[src/rtl/dae_pkg.sv]
package dae_pkg;

    typedef enum logic [1:0] {
        ST_IDLE  = 2'd0,
        ST_RUN   = 2'd1,
        ST_DONE  = 2'd2,
        ST_FAULT = 2'd3
    } dae_state_e;

    localparam logic [1:0] STEP_INC  = 2'd0;
    localparam logic [1:0] STEP_DEC  = 2'd1;
    localparam logic [1:0] STEP_HOLD = 2'd2;

    // Packed so that field bit positions match the control word layout.
    typedef struct packed {
        logic [2:0] src_burst;   // [16:14]
        logic [2:0] dst_burst;   // [13:11]
        logic [1:0] src_step;    // [10:9]
        logic [1:0] dst_step;    // [8:7]
        logic [2:0] src_width;   // [6:4]
        logic [2:0] dst_width;   // [3:1]
        logic       irq_en;      // [0]
    } dae_ctl_t;

    localparam int CTL_W = $bits(dae_ctl_t);

    function automatic logic code_legal(input logic [2:0] width,
                                        input logic [1:0] step,
                                        input logic [2:0] burst);
        return !width[2] && (step != 2'd3) && !burst[2];
    endfunction

endpackage

[src/rtl/dae_addr_side.sv]
module dae_addr_side #(
    parameter int AW = 32
) (
    input  logic          clk,
    input  logic          rst_n,
    input  logic          load_en,
    input  logic [AW-1:0] load_val,
    input  logic          adv,
    input  logic [2:0]    wcode,
    input  logic [1:0]    mode,
    output logic [AW-1:0] addr,
    output logic          aligned
);
    import dae_pkg::*;

    localparam logic [AW-1:0] ONE = {{(AW-1){1'b0}}, 1'b1};

    logic [AW-1:0] addr_q;
    logic [AW-1:0] stride;

    always_comb begin
        unique case (wcode)
            3'd0:    stride = ONE;
            3'd1:    stride = ONE << 1;
            3'd2:    stride = ONE << 2;
            default: stride = ONE << 3;
        endcase
    end

    assign aligned = ((addr_q & (stride - ONE)) == '0);

    always_ff @(posedge clk) begin
        if (!rst_n) begin
            addr_q <= '0;
        end else if (load_en) begin
            addr_q <= load_val;
        end else if (adv) begin
            unique case (mode)
                STEP_INC: addr_q <= addr_q + stride;
                STEP_DEC: addr_q <= addr_q - stride;
                default:  addr_q <= addr_q;
            endcase
        end
    end

    assign addr = addr_q;

endmodule

[src/rtl/dae_burst_tick.sv]
module dae_burst_tick (
    input  logic       clk,
    input  logic       rst_n,
    input  logic       clr,
    input  logic       adv,
    input  logic [2:0] code,
    output logic       pulse
);
    logic [3:0] cnt_q;
    logic [3:0] last;

    always_comb begin
        unique case (code)
            3'd0:    last = 4'd0;
            3'd1:    last = 4'd3;
            3'd2:    last = 4'd7;
            default: last = 4'd15;
        endcase
    end

    always_ff @(posedge clk) begin
        if (!rst_n) begin
            cnt_q <= '0;
            pulse <= 1'b0;
        end else begin
            pulse <= 1'b0;
            if (clr) begin
                cnt_q <= '0;
            end else if (adv) begin
                if (cnt_q == last) begin
                    cnt_q <= '0;
                    pulse <= 1'b1;
                end else begin
                    cnt_q <= cnt_q + 4'd1;
                end
            end
        end
    end

endmodule

[src/rtl/dma_addr_engine.sv]
module dma_addr_engine #(
    parameter int AW = 32,
    parameter int CW = 12
) (
    input  logic          clk,
    input  logic          rst_n,
    input  logic          cfg_load,
    input  logic [AW-1:0] cfg_src,
    input  logic [AW-1:0] cfg_dst,
    input  logic [16:0]   cfg_ctl,
    input  logic [CW-1:0] cfg_size,
    input  logic          start,
    input  logic          beat_ok,
    output logic [AW-1:0] src_addr,
    output logic [AW-1:0] dst_addr,
    output logic [CW-1:0] xfer_cnt,
    output logic          active,
    output logic          done,
    output logic          fault,
    output logic          irq,
    output logic          src_burst_end,
    output logic          dst_burst_end
);
    import dae_pkg::*;

    localparam int SIDES = 2;  // 0 = source, 1 = destination

    dae_state_e    state_q, state_d;
    dae_ctl_t      ctl_q;
    logic [CW-1:0] size_q;
    logic [CW-1:0] cnt_q;
    logic          irq_q;

    logic load_ok, launch, adv, last_beat, codes_ok, addrs_ok, enter_done;

    logic [AW-1:0] side_load [SIDES];
    logic [AW-1:0] side_addr [SIDES];
    logic [2:0]    side_w    [SIDES];
    logic [1:0]    side_m    [SIDES];
    logic [2:0]    side_b    [SIDES];
    logic [SIDES-1:0] side_al;
    logic [SIDES-1:0] side_pulse;

    assign load_ok   = cfg_load && (state_q != ST_RUN);
    assign launch    = start && !cfg_load && (state_q != ST_RUN);
    assign adv       = (state_q == ST_RUN) && beat_ok;
    assign last_beat = adv && (cnt_q == size_q - {{(CW-1){1'b0}}, 1'b1});
    assign codes_ok  = code_legal(ctl_q.src_width, ctl_q.src_step, ctl_q.src_burst)
                    && code_legal(ctl_q.dst_width, ctl_q.dst_step, ctl_q.dst_burst);
    assign addrs_ok  = &side_al;

    assign side_load[0] = cfg_src;
    assign side_load[1] = cfg_dst;
    assign side_w[0] = ctl_q.src_width;
    assign side_w[1] = ctl_q.dst_width;
    assign side_m[0] = ctl_q.src_step;
    assign side_m[1] = ctl_q.dst_step;
    assign side_b[0] = ctl_q.src_burst;
    assign side_b[1] = ctl_q.dst_burst;

    for (genvar s = 0; s < SIDES; s++) begin : g_side
        dae_addr_side #(.AW(AW)) u_addr (
            .clk      (clk),
            .rst_n    (rst_n),
            .load_en  (load_ok),
            .load_val (side_load[s]),
            .adv      (adv),
            .wcode    (side_w[s]),
            .mode     (side_m[s]),
            .addr     (side_addr[s]),
            .aligned  (side_al[s])
        );
        dae_burst_tick u_burst (
            .clk   (clk),
            .rst_n (rst_n),
            .clr   (launch),
            .adv   (adv),
            .code  (side_b[s]),
            .pulse (side_pulse[s])
        );
    end

    // Configuration capture
    always_ff @(posedge clk) begin
        if (!rst_n) begin
            ctl_q  <= '0;
            size_q <= '0;
        end else if (load_ok) begin
            ctl_q  <= dae_ctl_t'(cfg_ctl);
            size_q <= cfg_size;
        end
    end

    // State register
    always_ff @(posedge clk) begin
        if (!rst_n) state_q <= ST_IDLE;
        else        state_q <= state_d;
    end

    // Next-state logic
    always_comb begin
        state_d = state_q;
        unique case (state_q)
            ST_RUN: begin
                if (last_beat) state_d = ST_DONE;              // FINISH
            end
            ST_IDLE, ST_DONE, ST_FAULT: begin
                if (load_ok)                    state_d = ST_IDLE;  // LOAD
                else if (start) begin
                    if (!codes_ok || !addrs_ok) state_d = ST_FAULT; // REJECT
                    else if (size_q == '0)      state_d = ST_DONE;  // EMPTY
                    else                        state_d = ST_RUN;   // LAUNCH
                end
            end
            default: state_d = ST_IDLE;
        endcase
    end

    assign enter_done = last_beat || (launch && (state_d == ST_DONE));

    // Registered outputs
    always_ff @(posedge clk) begin
        if (!rst_n) begin
            cnt_q <= '0;
            irq_q <= 1'b0;
        end else begin
            irq_q <= ctl_q.irq_en && enter_done;
            if (load_ok || launch) cnt_q <= '0;
            else if (adv)          cnt_q <= cnt_q + {{(CW-1){1'b0}}, 1'b1};
        end
    end

    assign src_addr      = side_addr[0];
    assign dst_addr      = side_addr[1];
    assign xfer_cnt      = cnt_q;
    assign active        = (state_q == ST_RUN);
    assign done          = (state_q == ST_DONE);
    assign fault         = (state_q == ST_FAULT);
    assign irq           = irq_q;
    assign src_burst_end = side_pulse[0];
    assign dst_burst_end = side_pulse[1];

endmodule

[config.mk]
export PLATFORM = sky130hd
export DESIGN_NAME = dma_addr_engine
export DESIGN_NICKNAME = d
export VERILOG_FILES = /design/src/rtl/dae_pkg.sv /design/src/rtl/dae_addr_side.sv /design/src/rtl/dae_burst_tick.sv /design/src/rtl/dma_addr_engine.sv
export SDC_FILE = /design/constraint.sdc
export NUM_CORES = 1
export LEC_CHECK = 0
export BUFFER_PORTS_ARGS = -buffer_cell sky130_fd_sc_hd__buf_2
export CAP_MARGIN = 20
export CORE_MARGIN = 2
export CORE_UTILIZATION = 40
export DETAILED_ROUTE_END_ITERATION = 10
export PLACE_DENSITY = 0.66
export REMOVE_ABC_BUFFERS = 1
export SYNTH_ARGS = -nofsm -noshare
export SYNTH_HDL_FRONTEND = slang
export SYNTH_SLANG_ARGS = --single-unit
[constraint.sdc]
create_clock -name clk -period 4.1 [get_ports clk]
set_clock_uncertainty 0.1 [all_clocks]
set_input_delay 0.41 -clock clk [delete_from_list [all_inputs] [get_ports clk]]
set_output_delay 0.41 -clock clk [all_outputs]
set_load 0.01 [all_outputs]
# --- Yosys cells after proc, flatten, opt, wreduce, memory -nomap -nowiden ---
# Cells that the tools add are included.
totals:
  regBits: 118
  wordCells: 113
op_classes:
  n_addsub: 10
  n_eq_ne: 20
  muxes: 20
  n_bitwise: 4
  n_reduce_logical: 42
ops:
  columns: ["cell", "n"]
  rows:
  - ["$mux 32", 4]
  - ["$pmux 32 s2", 2]
  - ["$add 32x4->32", 2]
  - ["$and 32x32->32", 2]
  - ["$logic_not 32->1", 2]
  - ["$sub 32x4->32", 2]
  - ["$pmux 4 s3", 4]
  - ["$add 12x1->12 const B", 1]
  - ["$eq 12x12->1", 1]
  - ["$eq 3x1->1 const B", 4]
  - ["$eq 3x2->1 const B", 4]
  - ["$logic_and 1x1->1", 12]
  - ["$logic_not 12->1", 1]
  - ["$logic_not 3->1", 4]
  - ["$sub 12x1->12 const B", 1]
  - ["$mux 2", 5]
  - ["$sub 4x1->5 const B", 2]
  - ["$add 4x1->4 const B", 2]
  - ["$eq 4x4->1", 2]
  - ["$mux 4", 2]
  - ["$logic_not 1->1", 7]
  - ["$eq 2x1->1 const B", 3]
  - ["$eq 2x2->1 const B", 3]
  - ["$logic_not 2->1", 3]
  - ["other kinds (11)", 21]

# --- Longest topological paths before layout ---
depth:
  depth_word: 16
  depth_mapped: 15
  ltp_nobuf: 15

# --- Cells and area by module ---
# A second synthesis with hierarchy kept.
hier_totals:
  cells_unflattened: 1218
  area_unflattened_um2: 9323.9
modules_own_cells:
  columns: ["mod", "n_inst", "cells_each", "area_each_um2"]
  rows:
  - ["dae_addr_side at g_side[0].u_addr", 1, 459, 3334.4]
  - ["dae_addr_side at g_side[1].u_addr", 1, 435, 3260.6]
  - ["dma_addr_engine", 1, 270, 2225.9]
  - ["dae_burst_tick", 2, 27, 251.5]

# --- Worst setup path before layout ---
# No wires, ideal clock.
synth_timing:
  path_type: "reg2reg"
  startpoint: "register ctl_q[7] (netlist bit)"
  endpoint: "register g_side[1].u_addr.addr_q[19]"
  setup_time_ps: 137
  t_arrival_ps: 3588
  required_ps: 3863
  path_slack_ps: 275
  path_stages_with_launch: 15
  n_path_buf: 1
  cell_sequence: "dfxtp_1 nor2b_1 clkbuf_1 nor2b_1 a31oi_1 ha_1 nor2b_1 o31a_1 o31ai_1 o31a_1 o21ai_1 nand2_1 o21bai_1 a2111oi_0 a211oi_1"
synth_via:
  elab_chain_len: 4
  elab_cells_between_ends: 7
  cone_classes: "eq/ne (1); mux (3); reduce/logical (3)"
synth_lines:
  columns: ["item", "line_no", "source"]
  rows:
  - ["from (decl)", "dma_addr_engine.sv:29", "dae_ctl_t ctl_q;"]
  - ["from (signal assigned)", "dma_addr_engine.sv:89", "ctl_q <= dae_ctl_t'(cfg_ctl);"]
  - ["$eq 2x1->1 / $logic_not 2->1 (equally long branches)", "dae_addr_side.sv:38", "unique case (mode)"]
  - ["$pmux 32 s2", "dae_addr_side.sv:38", null]
  - ["$mux 32", "dae_addr_side.sv:37", "end else if (adv) begin"]
  - ["$mux 32", "dae_addr_side.sv:35", "end else if (load_en) begin"]
  - ["to (signal assigned)", "dae_addr_side.sv:36", "addr_q <= load_val;"]
  - ["to (signal assigned)", "dae_addr_side.sv:39", "STEP_INC: addr_q <= addr_q + stride;"]
  - ["to (signal assigned)", "dae_addr_side.sv:40", "STEP_DEC: addr_q <= addr_q - stride;"]
  - ["to (decl)", "dae_addr_side.sv:18", "logic [AW-1:0] addr_q;"]
# Parallel ways exist; a longest one is shown, timed or not. The select of a mux whose other input is x is not followed.
# A chain may end at the register's enable or synchronous reset.

# --- Worst setup path after layout ---
layout_timing:
  startpoint: "register ctl_q[4] (netlist bit)"
  endpoint: "register g_side[0].u_addr.addr_q[30]"
layout_via:
  elab_chain_len: 6
  elab_cells_between_ends: 9
  cone_classes: "add/sub (2); eq/ne (2); mux (4); reduce/logical (1)"
layout_lines:
  columns: ["item", "line_no", "source"]
  rows:
  - ["$eq 3x2->1 (tied with other cells)", "dae_addr_side.sv:22", "unique case (wcode)"]
  - ["$pmux 4 s3 (*)", "dae_addr_side.sv:22", null]
  - ["$sub 32x4->32 / $add 32x4->32 (equally long branches)", "dae_addr_side.sv:40, dae_addr_side.sv:39", null]
  - ["$pmux 32 s2 (*)", "dae_addr_side.sv:38", null]
  - ["$mux 32 (*)", "dae_addr_side.sv:37", null]
  - ["$mux 32 (*)", "dae_addr_side.sv:35", null]
  - ["to (signal assigned)", "dae_addr_side.sv:36", null]
  - ["to (signal assigned)", "dae_addr_side.sv:39", null]
  - ["to (signal assigned)", "dae_addr_side.sv:40", null]
  - ["to (decl)", "dae_addr_side.sv:18", null]
# Mark *: on every way between the ends. The rest lies on a longest branch, timed or not. The select of a mux whose other input is x is not followed.

==> results by group <==
Power and ir drop
  – Clock share of power: 0.384
  – Switching Power: 1.35 mW
  – Sequential power share: 0.341
  – Pwr Total: 3.95 mW
  – Combinational power share: 0.275
  – Power per cell area: 374 nW/um2
  – VDD IR max: 0.000269 V
  – Pint: 2.60 mW
  – Switching part of the total: 0.342
  – Static leakage: 4.73 nW

Clock network
  – CTS root buffer: clkbuf_16
  – CTS H-tree lvls: 4
  – CTS Buffer Depth: 2
  – Hold Buf Count CTS: 0
  – Post-CTS Resized: 0
  – Clock latency on the worst-skew pair: 420 ps
  – Clk sinks: 118
  – Clk pin slew, worst setup/hold paths: 60 ps
  – CTS Buf Count: 17
  – Post-CTS Setup Bufs: 0
  – CTS tree: built

STA
  – Final setup viols: 0
  – Total Neg Setup Slack: 0 ps
  – Final hold viol count: 0
  – RSZ-0062 raised after global routing: false
  – Fmax: 262 MHz
  – Final worst path period share: 0.932
  – Final slew viol count: 0
  – Tmin final: 3820 ps
  – Max-slew headroom: 0.361
  – Worst-margin pin slew: 956 ps

Placement
  – Port Buffers: 179
  – Placed Instances: 1579
  – DP HPWL: 19300 um
  – RePlAce Congestion: 0.914

Critical path
  – Reg2reg setup slack: 280 ps
  – Startpoint Class: flop
  – Cell Chain, Critical Path: or3_1, ha_1, a21oi_1, fa_1, a211oi_1, o21ai_0, a21oi_2, o21ai_2, a41oi_4, nor4_1, o41ai_2, xor2_1, a21oi_1
  – Worst r2r path cells: 13
  – Slowest CP cell: fa_1
  – CP dominant cell by count: a21oi_1
  – Worst endpoint data arrival time: 4030 ps
  – Crit-path max FO: 5
  – Critical Path Sink Type: flop
  – Crit path kind: reg -> reg
  – Critical R2R Launch: ctl_q[4]
  – Crit path required time: 4310 ps
  – Reg2reg end: g_side[0].u_addr.addr[30]
  – CP max stage delay: 470 ps

Status
  – Status: completed

GRT
  – Global-route wire length before repair: 42800 um
  – Initial antenna violation count: 2
  – Grt ovf: 0
  – Gr usage total: 0.223
  – Largest net degree at the start of global routing: 66
  – Vias in the first global route: 8587

Yosys
  – Fraction of registers with async set/reset: 0
  – Synthesized flop and latch total: 118
  – Distinct cells, synth: 65
  – Post-Syn Area: 8740 um2
  – Most used DFF post-synth: dfxtp_1
  – Synthesized instance count: 1156
  – Sequential share of the synthesized area: 0.270
  – Synth area leaders: dfxtp_1 27%, ha_1 10%, nand2_1 7.8%, a21oi_1 7.7%, xnor2_1 4.7%
  – Mean post-synth cell area: 7.56 um2
  – Synth top area share: 0.270
  – EDFF count, synth: 0
  – Area leader, netlist: dfxtp_1
  – Warnings from Yosys: 0

Route
  – # DRC: 0
  – Vias: 9056
  – 1st-pass router iterations: 8
  – Vias per cell: 5.62
  – Final WL: 26300 um
  – DRT iter0 DRCs: 406
  – Detail Route Antenna Nets: 0
  – Wire length per cell: 16.3 um

Floorplan
  – Initial core utilization: 0.404
  – Site Rows: 54
  – Die span in y: 152 um
  – Core area: 21600 um2
  – DIE AREA: 23000 um2
  – Die W: 152 um
  – Ports: 180

Final layout
  – Fin cells: 1612
  – Nets: 1489
  – Synth-to-Final Area Change: 20.8%
  – Layout cells sized above 1: 0.192
  – FILL cells: 2219

Worst hold path
  – WHS Endpoint: size_q[9]
  – Worst hold path cell count: 3
  – Hold WC Path Type: in -> reg
  – Start point of the worst hold path: cfg_size[9]

Flow run
  – Max cap viols: 0
==> kinds of logic (layout without fill, tap and decap cells) <==
kind of cell,count (synthesis),after routing,share of synthesized area
flops,118,118,0.270
mux,4,4,0.00458
fa+ha+maj,73,73,0.106
buf+inv,75,250,0.0328
other cells,0,1,0
simple gates,420,420,0.218
xor+xnor,79,79,0.0792
compound gates,387,387,0.289
==> Yosys cell counts (14+ instances only) <==
| master | instances |
|---|---|
| a211oi_1 | 17 |
| a21o_1 | 40 |
| a21oi_1 | 134 |
| a311oi_1 | 16 |
| a31oi_1 | 14 |
| clkbuf_1 | 50 |
| dfxtp_1 | 118 |
| ha_1 | 71 |
| inv_1 | 20 |
| nand2_1 | 181 |
| nand3_1 | 26 |
| nor2_1 | 96 |
| nor3_1 | 21 |
| nor4_1 | 24 |
| o211ai_1 | 14 |
| o21ai_0 | 64 |
| xnor2_1 | 47 |
| xor2_1 | 32 |
==> metal layers <==
layer  vias up  share of wire  wire length [um]  track usage
li1       4556              -                 -            -
met2       257           0.47             12400        0.376
met5         -        0.00099                26            0
met3        34          0.060              1570       0.0473
met4         4          0.014               372       0.0619
met1      4205           0.45             11900        0.289
==> how the worst max path moves through the flow <==
stage / start / end / slack, ps / cells after the start
2_1_floorplan: state_q[0] / xfer_cnt[1] / -1690 / 4
4_1_cts: ctl_q[4] / g_side[0].u_addr.addr[30] / 220 / 13
3_5_place_dp: ctl_q[4] / g_side[0].u_addr.addr[30] / 260 / 13
3_3_place_gp: ctl_q[4] / g_side[0].u_addr.addr[30] / 380 / 13
6_report: ctl_q[4] / g_side[0].u_addr.addr[30] / 280 / 13
5_1_grt: ctl_q[1] / g_side[1].u_addr.addr[19] / 20 / 15
==> power by group through the flow <==
stage | sequential, mW | combinational [mW] | clock [mW]
after floorplan | 1.37 | 0.728 | 0
after global placement | 1.37 | 1.06 | 0
after detailed placement | 1.37 | 1.07 | 0
after CTS | 1.35 | 1.08 | 1.55
after global routing | 1.36 | 1.21 | 1.60
final | 1.35 | 1.09 | 1.52
==> stage by stage <==
step	instance area, um2	hold WS, ps	utilization	worst slack [ps]
floorplan	8530	315	-	-1690
global placement	9950	324	0.460	380
detailed placement	9950	326	0.460	264
CTS	10500	106	0.488	221
global route	10600	117	0.488	15.2
finish	10600	123	0.488	278
==> sequential cells by signal (all words and copies together), names as in the netlist <==
name,flops
ctl_q,17
g_side.u_burst.cnt_q,8
g_side.u_addr.addr,64
size_q,12
state_q,2
g_side.u_burst.pulse,2
xfer_cnt,12
irq,1
==> critical path: cells and delay by family, from the launching register on <==
| family | cells | cell delay [ps] |
|---|---|---|
| adder cells (fa/ha/maj) | 2 | 790 |
| flip-flops | 1 | 340 |
| XOR/XNOR | 1 | 200 |
| AO/OA/AOI/OAI | 8 | 1720 |
| AND/OR/NAND/NOR | 2 | 550 |
==> area by class of cell <==
cell class                 count  area [um2]  area share
antenna                        1        2.50    0.000237
clock buffer                  18         439      0.0416
clock inverter                14         150      0.0142
inverter                      21        78.8     0.00747
multi-input combinational    963        6130       0.581
sequential                   118        2360       0.224
tap                          280         350      0.0332
timing repair buffer         197        1040      0.0989
==> layout by cell type, fill, tap and decap left out, types with 8 or more instances in the layout <==
cell,count
clkbuf_16,17
o21bai_1,11
nand4_1,11
dfxtp_1,118
o211ai_1,14
inv_1,20
nor3_1,21
nor4_1,24
o21ai_0,64
nand2_1,181
xor2_1,32
a21o_1,40
nand2b_1,9
buf_4,17
nor2_1,94
a31oi_1,13
nand3_1,26
buf_2,179
a211oi_1,17
a311oi_1,16
ha_1,71
xnor2_1,47
o21a_1,11
or3_1,12
a21oi_1,133
o221ai_1,12
and3_1,8
Power figures use the tool's default switching activity.
